===== src/rtl/burst_seq_pkg.sv =====
package burst_seq_pkg;

    localparam logic [2:0] LEN_ONE   = 3'd0;
    localparam logic [2:0] LEN_TWO   = 3'd1;
    localparam logic [2:0] LEN_FOUR  = 3'd2;
    localparam logic [2:0] LEN_EIGHT = 3'd3;
    localparam logic [2:0] LEN_ROW   = 3'd7;

    typedef enum logic {
        ORDER_SEQ = 1'b0,
        ORDER_XOR = 1'b1
    } order_e;

    typedef struct packed {
        logic       row_mode;
        order_e     order;
        logic [1:0] log_len;
    } burst_cfg_t;

    // Length code 0..3 selects 2**code beats, 7 selects whole-row mode,
    // the remaining codes fall back to a single beat.
    function automatic burst_cfg_t decode_cfg(input logic [2:0] code, input logic wrap);
        burst_cfg_t c;
        c.row_mode = 1'b0;
        c.order    = ORDER_SEQ;
        c.log_len  = 2'd0;
        if (code == LEN_ROW) begin
            c.row_mode = 1'b1;
        end else if (code <= LEN_EIGHT) begin
            c.log_len = code[1:0];
            c.order   = wrap ? ORDER_XOR : ORDER_SEQ;
        end
        return c;
    endfunction

endpackage


===== src/rtl/burst_len_decode.sv =====
module burst_len_decode
    import burst_seq_pkg::*;
(
    input  logic [2:0]  code_i,
    input  logic        wrap_i,
    output burst_cfg_t  cfg_o
);

    always_comb begin
        cfg_o = decode_cfg(code_i, wrap_i);
    end

endmodule


===== src/rtl/burst_beat_ctrl.sv =====
module burst_beat_ctrl
    import burst_seq_pkg::*;
#(
    parameter int COL_W = 9
) (
    input  logic             clk,
    input  logic             rst,
    input  logic             start_i,
    input  logic [COL_W-1:0] start_col_i,
    input  burst_cfg_t       cfg_i,
    input  logic             stop_i,
    output logic             active_o,
    output logic [COL_W-1:0] cnt_o,
    output logic [COL_W-1:0] base_o,
    output burst_cfg_t       cfg_o,
    output logic             last_o
);

    localparam logic [COL_W-1:0] ONE = COL_W'(1);

    logic             active_q;
    logic [COL_W-1:0] cnt_q;
    logic [COL_W-1:0] base_q;
    burst_cfg_t       cfg_q;
    logic [COL_W-1:0] last_idx;
    logic             end_beat;

    always_comb begin
        last_idx = (ONE << cfg_q.log_len) - ONE;
        end_beat = active_q & (stop_i | (~cfg_q.row_mode & (cnt_q == last_idx)));
    end

    always_ff @(posedge clk) begin
        if (rst) begin
            active_q <= 1'b0;
            cnt_q    <= '0;
            base_q   <= '0;
            cfg_q    <= '0;
        end else if (start_i) begin
            active_q <= 1'b1;
            cnt_q    <= '0;
            base_q   <= start_col_i;
            cfg_q    <= cfg_i;
        end else if (end_beat) begin
            active_q <= 1'b0;
            cnt_q    <= '0;
        end else if (active_q) begin
            cnt_q    <= cnt_q + ONE;
        end
    end

    assign active_o = active_q;
    assign cnt_o    = cnt_q;
    assign base_o   = base_q;
    assign cfg_o    = cfg_q;
    assign last_o   = end_beat;

endmodule


===== src/rtl/burst_col_gen.sv =====
module burst_col_gen
    import burst_seq_pkg::*;
#(
    parameter int COL_W = 9
) (
    input  logic             active_i,
    input  logic [COL_W-1:0] base_i,
    input  logic [COL_W-1:0] cnt_i,
    input  burst_cfg_t       cfg_i,
    output logic [COL_W-1:0] col_o
);

    localparam logic [COL_W-1:0] ONE = COL_W'(1);

    logic [COL_W-1:0] win_mask;
    logic [COL_W-1:0] seq_col;
    logic [COL_W-1:0] xor_col;

    always_comb begin
        win_mask = cfg_i.row_mode ? '1 : ((ONE << cfg_i.log_len) - ONE);
        seq_col  = (base_i & ~win_mask) | ((base_i + cnt_i) & win_mask);
        xor_col  = base_i ^ (cnt_i & win_mask);
        if (!active_i)
            col_o = '0;
        else if (cfg_i.order == ORDER_XOR && !cfg_i.row_mode)
            col_o = xor_col;
        else
            col_o = seq_col;
    end

endmodule


===== src/rtl/burst_col_seq.sv =====
module burst_col_seq
    import burst_seq_pkg::*;
#(
    parameter int COL_W = 9
) (
    input  logic             clk,
    input  logic             rst,
    input  logic             start_i,
    input  logic [COL_W-1:0] start_col_i,
    input  logic [2:0]       len_code_i,
    input  logic             wrap_i,
    input  logic             stop_i,
    output logic [COL_W-1:0] col_o,
    output logic             valid_o,
    output logic             last_o
);

    burst_cfg_t       cfg_in;
    burst_cfg_t       cfg_cur;
    logic             active;
    logic [COL_W-1:0] cnt;
    logic [COL_W-1:0] base;

    burst_len_decode u_dec (
        .code_i (len_code_i),
        .wrap_i (wrap_i),
        .cfg_o  (cfg_in)
    );

    burst_beat_ctrl #(.COL_W(COL_W)) u_ctrl (
        .clk         (clk),
        .rst         (rst),
        .start_i     (start_i),
        .start_col_i (start_col_i),
        .cfg_i       (cfg_in),
        .stop_i      (stop_i),
        .active_o    (active),
        .cnt_o       (cnt),
        .base_o      (base),
        .cfg_o       (cfg_cur),
        .last_o      (last_o)
    );

    burst_col_gen #(.COL_W(COL_W)) u_col (
        .active_i (active),
        .base_i   (base),
        .cnt_i    (cnt),
        .cfg_i    (cfg_cur),
        .col_o    (col_o)
    );

    assign valid_o = active;

endmodule


===== config.mk =====
export PLATFORM = sky130hd
export DESIGN_NAME = burst_col_seq
export DESIGN_NICKNAME = d
export VERILOG_FILES = /design/src/rtl/burst_seq_pkg.sv /design/src/rtl/burst_len_decode.sv /design/src/rtl/burst_beat_ctrl.sv /design/src/rtl/burst_col_gen.sv /design/src/rtl/burst_col_seq.sv
export SDC_FILE = /design/constraint.sdc
export NUM_CORES = 1
export LEC_CHECK = 0
export ABC_AREA = 1
export BUFFER_PORTS_ARGS = -buffer_cell sky130_fd_sc_hd__buf_2
export CORE_ASPECT_RATIO = 0.6
export CORE_UTILIZATION = 45
export DETAILED_ROUTE_END_ITERATION = 8
export GPL_ROUTABILITY_DRIVEN = 1
export GPL_TIMING_DRIVEN = 0
export PLACE_DENSITY = 0.69
export SLEW_MARGIN = 0
export SYNTH_ARGS = -nofsm -noshare
export SYNTH_HDL_FRONTEND = slang
export SYNTH_SLANG_ARGS = --single-unit

===== constraint.sdc =====
create_clock -name clk -period 1.9 [get_ports clk]
set_input_delay 0.38 -clock clk [delete_from_list [all_inputs] [get_ports clk]]
set_output_delay 0.38 -clock clk [all_outputs]
set_load 0.1 [all_outputs]

==> out/metrics.cfg <==
[timing]
setup_viol_count_final=9
worst_slew_pin_slew_ps=594
slew_viol_final=0
fin_crit_sh=1.22
max_freq_mhz=430
holdWs_ps=292
setup_slack_ps=-427
rsz0062_at_grt=yes
max_slew_margin=0.604
hold_viol=0
layout_min_cycle_time_ps=2330
fin_skew_ps=15.0

[logic_synthesis]
synth_async_sr_flop_share=0
yosysMostFrequentCell=nand2_1
synth.area.top_cells=dfxtp_1 (29%), nand2_1 (13%), inv_1 (9.6%)
synth_compound_area_frac=0.167
synthesis.area_sq_mm=0.00160
synthAdderAreaFrac=0.0985
synth_edf_count=0
synth_top_family_by_area=simple AND/OR/NAND/NOR gates
syn_avg_cell_area_sq_um=6.72
ys_warn_count=0
yosys.area.top_type_share=0.288
ys_ff_latch=23
yosys.area_share.simple=0.278
ys.flop_type=dfxtp_1
synthXorXnorAreaFrac=0.0657
synth_common_cells=nand2_1 (56), inv_1 (41), dfxtp_1 (23)
seq_area_frac_synth=0.288
syn-num-nets=267
ys_types=26
yosys-mux-area-fraction=0
post-synth-top-area-cell=dfxtp_1
syn_inst=238

[placement]
placed_cells=310
numPortBuffers=27
preCtsSetupSlack_ps=-390
place_congestion=0.901
dp_hpwl_mm=3.49

[power_and_ir_drop]
power_frac_seq=0.391
switching_power_uw=497
power.density_mw_per_mm2=492
p_comb_frac=0.349
power_frac_clock=0.260
power_mw=1.32
swShare=0.377
p_leak_nw=1.17
irDropWorstVdd_mv=0.362
intPower_uw=820

[finish]
syn2layout_area_growth_pct=67.2
drive_gt1_frac=0.520
fin_nets=326
final_util=0.805
final_cells=341
n_antenna_cell=0

[status]
violations=setup timing
status=finished, violations left

[floorplan]
num_io_pins=28
die-area_sq_mm=0.00381
core-area_sq_mm=0.00332
start_util=0.482
fp.dieH_microns=48.2
placement_rows=16
die_w_microns=79.0

[flow_run]
cap_violations=0

[clocking]
cts_sinks=23
cts_root_buffer=clkbuf_8
h-tree-depth=1
clockBufferDepth=2
clk_latency_ps=280
cts.clk_slew.worst_paths_ps=110
cts_tree=built
cts_buffers=3
hold_buffers=0

[worst_setup_path]
endpoint_kind=output port
startpoint=u_ctrl.base_o[5]
worst_setup_path_start_kind=register
cp.arrival_ps=1950
crit_type=register to output port
rr_worst_depth=13
cp_max_fo=5
regToRegStartpoint=u_ctrl.cfg_o[1]
cp_data_required_time_ps=1520

[worst_hold_path]
hp-class=primary input to register
whs_path_depth=3
hp-start=start_col_i[0]

[detailed_routing]
routedWlPerCell_microns=16.7
wirelength_mm=5.69
ant_nets=0
viasPerCell=5.64
drtIter0Drc=182
drc=0
dr_total_vias=1922
dr.pass1.iters=5

[grt]
grt_start_max_net_pins=15
track_usage=0.289
gr-total-overflow=0
grt_pass1_vias=1625
antenna_found_initial=0
grt_pass1_wl_mm=7.96

state kept, by name, indices dropped and copies added, names as in the netlist:
name / cells
u_ctrl.base_o: 9
u_ctrl.cnt_o: 9
u_ctrl.cfg_o: 4
u_ctrl.active_o: 1
through the flow:
stage	area [sq um]	TNS [ps]
3_5_place_dp	2050	-2670
5_1_grt	2680	-3740
4_1_cts	2460	-2980
3_3_place_gp	2050	-2470
6_report	2680	-3150
2_1_floorplan	1860	-2040
repair_timing:
item | CTS | global route
pin swaps | 19 | 27
buffers inserted | 16 | 11
endpoints found under the setup margin | 10 | 19
gates resized for setup | 82 | 37
layer usage:
metal,track usage,share of wire,wire [microns],vias up
met5,0,0,0,-
met2,0.452,0.44,2520,101
li1,-,-,-,890
met1,0.411,0.46,2630,918
met4,0.0909,0.014,78,0
met3,0.0542,0.081,461,13
worst paths after layout:
check	slack [ps]	to
worst max register to register	100	u_ctrl.cnt_o[0]
worst min register to register	530	u_ctrl.base_o[4]
worst min-delay path	290	u_ctrl.base_o[0]
worst max-delay path	-430	col_o[8]
critical path: stages (launching register included):
cell     delay (ps)
dfxtp_2         350
ha_4            260
a21oi_1         330
o21a_1          200
nand2_2          60
nand2_2          60
nand2_2          60
a21oi_4         140
buf_12          190
cells by family after synthesis:
group / after synthesis
buffers and inverters: 43
DFF: 23
AOI/OAI and AO/OA: 46
xor gates and xnor gates: 12
and+or+nand+nor: 102
adders and majority gates: 12
layout make-up:
type / instances / area [sq um]
Multi-Input combinational cell: 172 / 1370
Timing Repair Buffer: 54 / 495
Clock buffer: 3 / 41.3
Fill cell: 210 / 647
Inverter: 41 / 176
Tap cell: 45 / 56.3
Buffer: 2 / 11.3
Clock inverter: 1 / 7.51
Sequential cell: 23 / 514
power by group through the flow:
| stage | combinational [mW] | clock (mW) | sequential, mW |
|---|---|---|---|
| 6_report | 0.460 | 0.342 | 0.515 |
| 4_1_cts | 0.402 | 0.341 | 0.514 |
| 3_5_place_dp | 0.326 | 0 | 0.535 |
| 5_1_grt | 0.484 | 0.364 | 0.517 |
| 2_1_floorplan | 0.246 | 0 | 0.541 |
| 3_3_place_gp | 0.319 | 0 | 0.535 |
cells in the final DEF (no fill, tap or decap), drive strengths merged, types with 4 or more instances in the layout:
| cell type | n |
|---|---|
| inv | 39 |
| o21ai | 20 |
| xnor2 | 5 |
| xor2 | 7 |
| ha | 11 |
| nor2 | 21 |
| dfxtp | 23 |
| a21oi | 15 |
| a22o | 6 |
| nand3 | 16 |
| clkbuf | 4 |
| nand2 | 58 |
| buf | 55 |
Power figures use the tool's default switching activity.
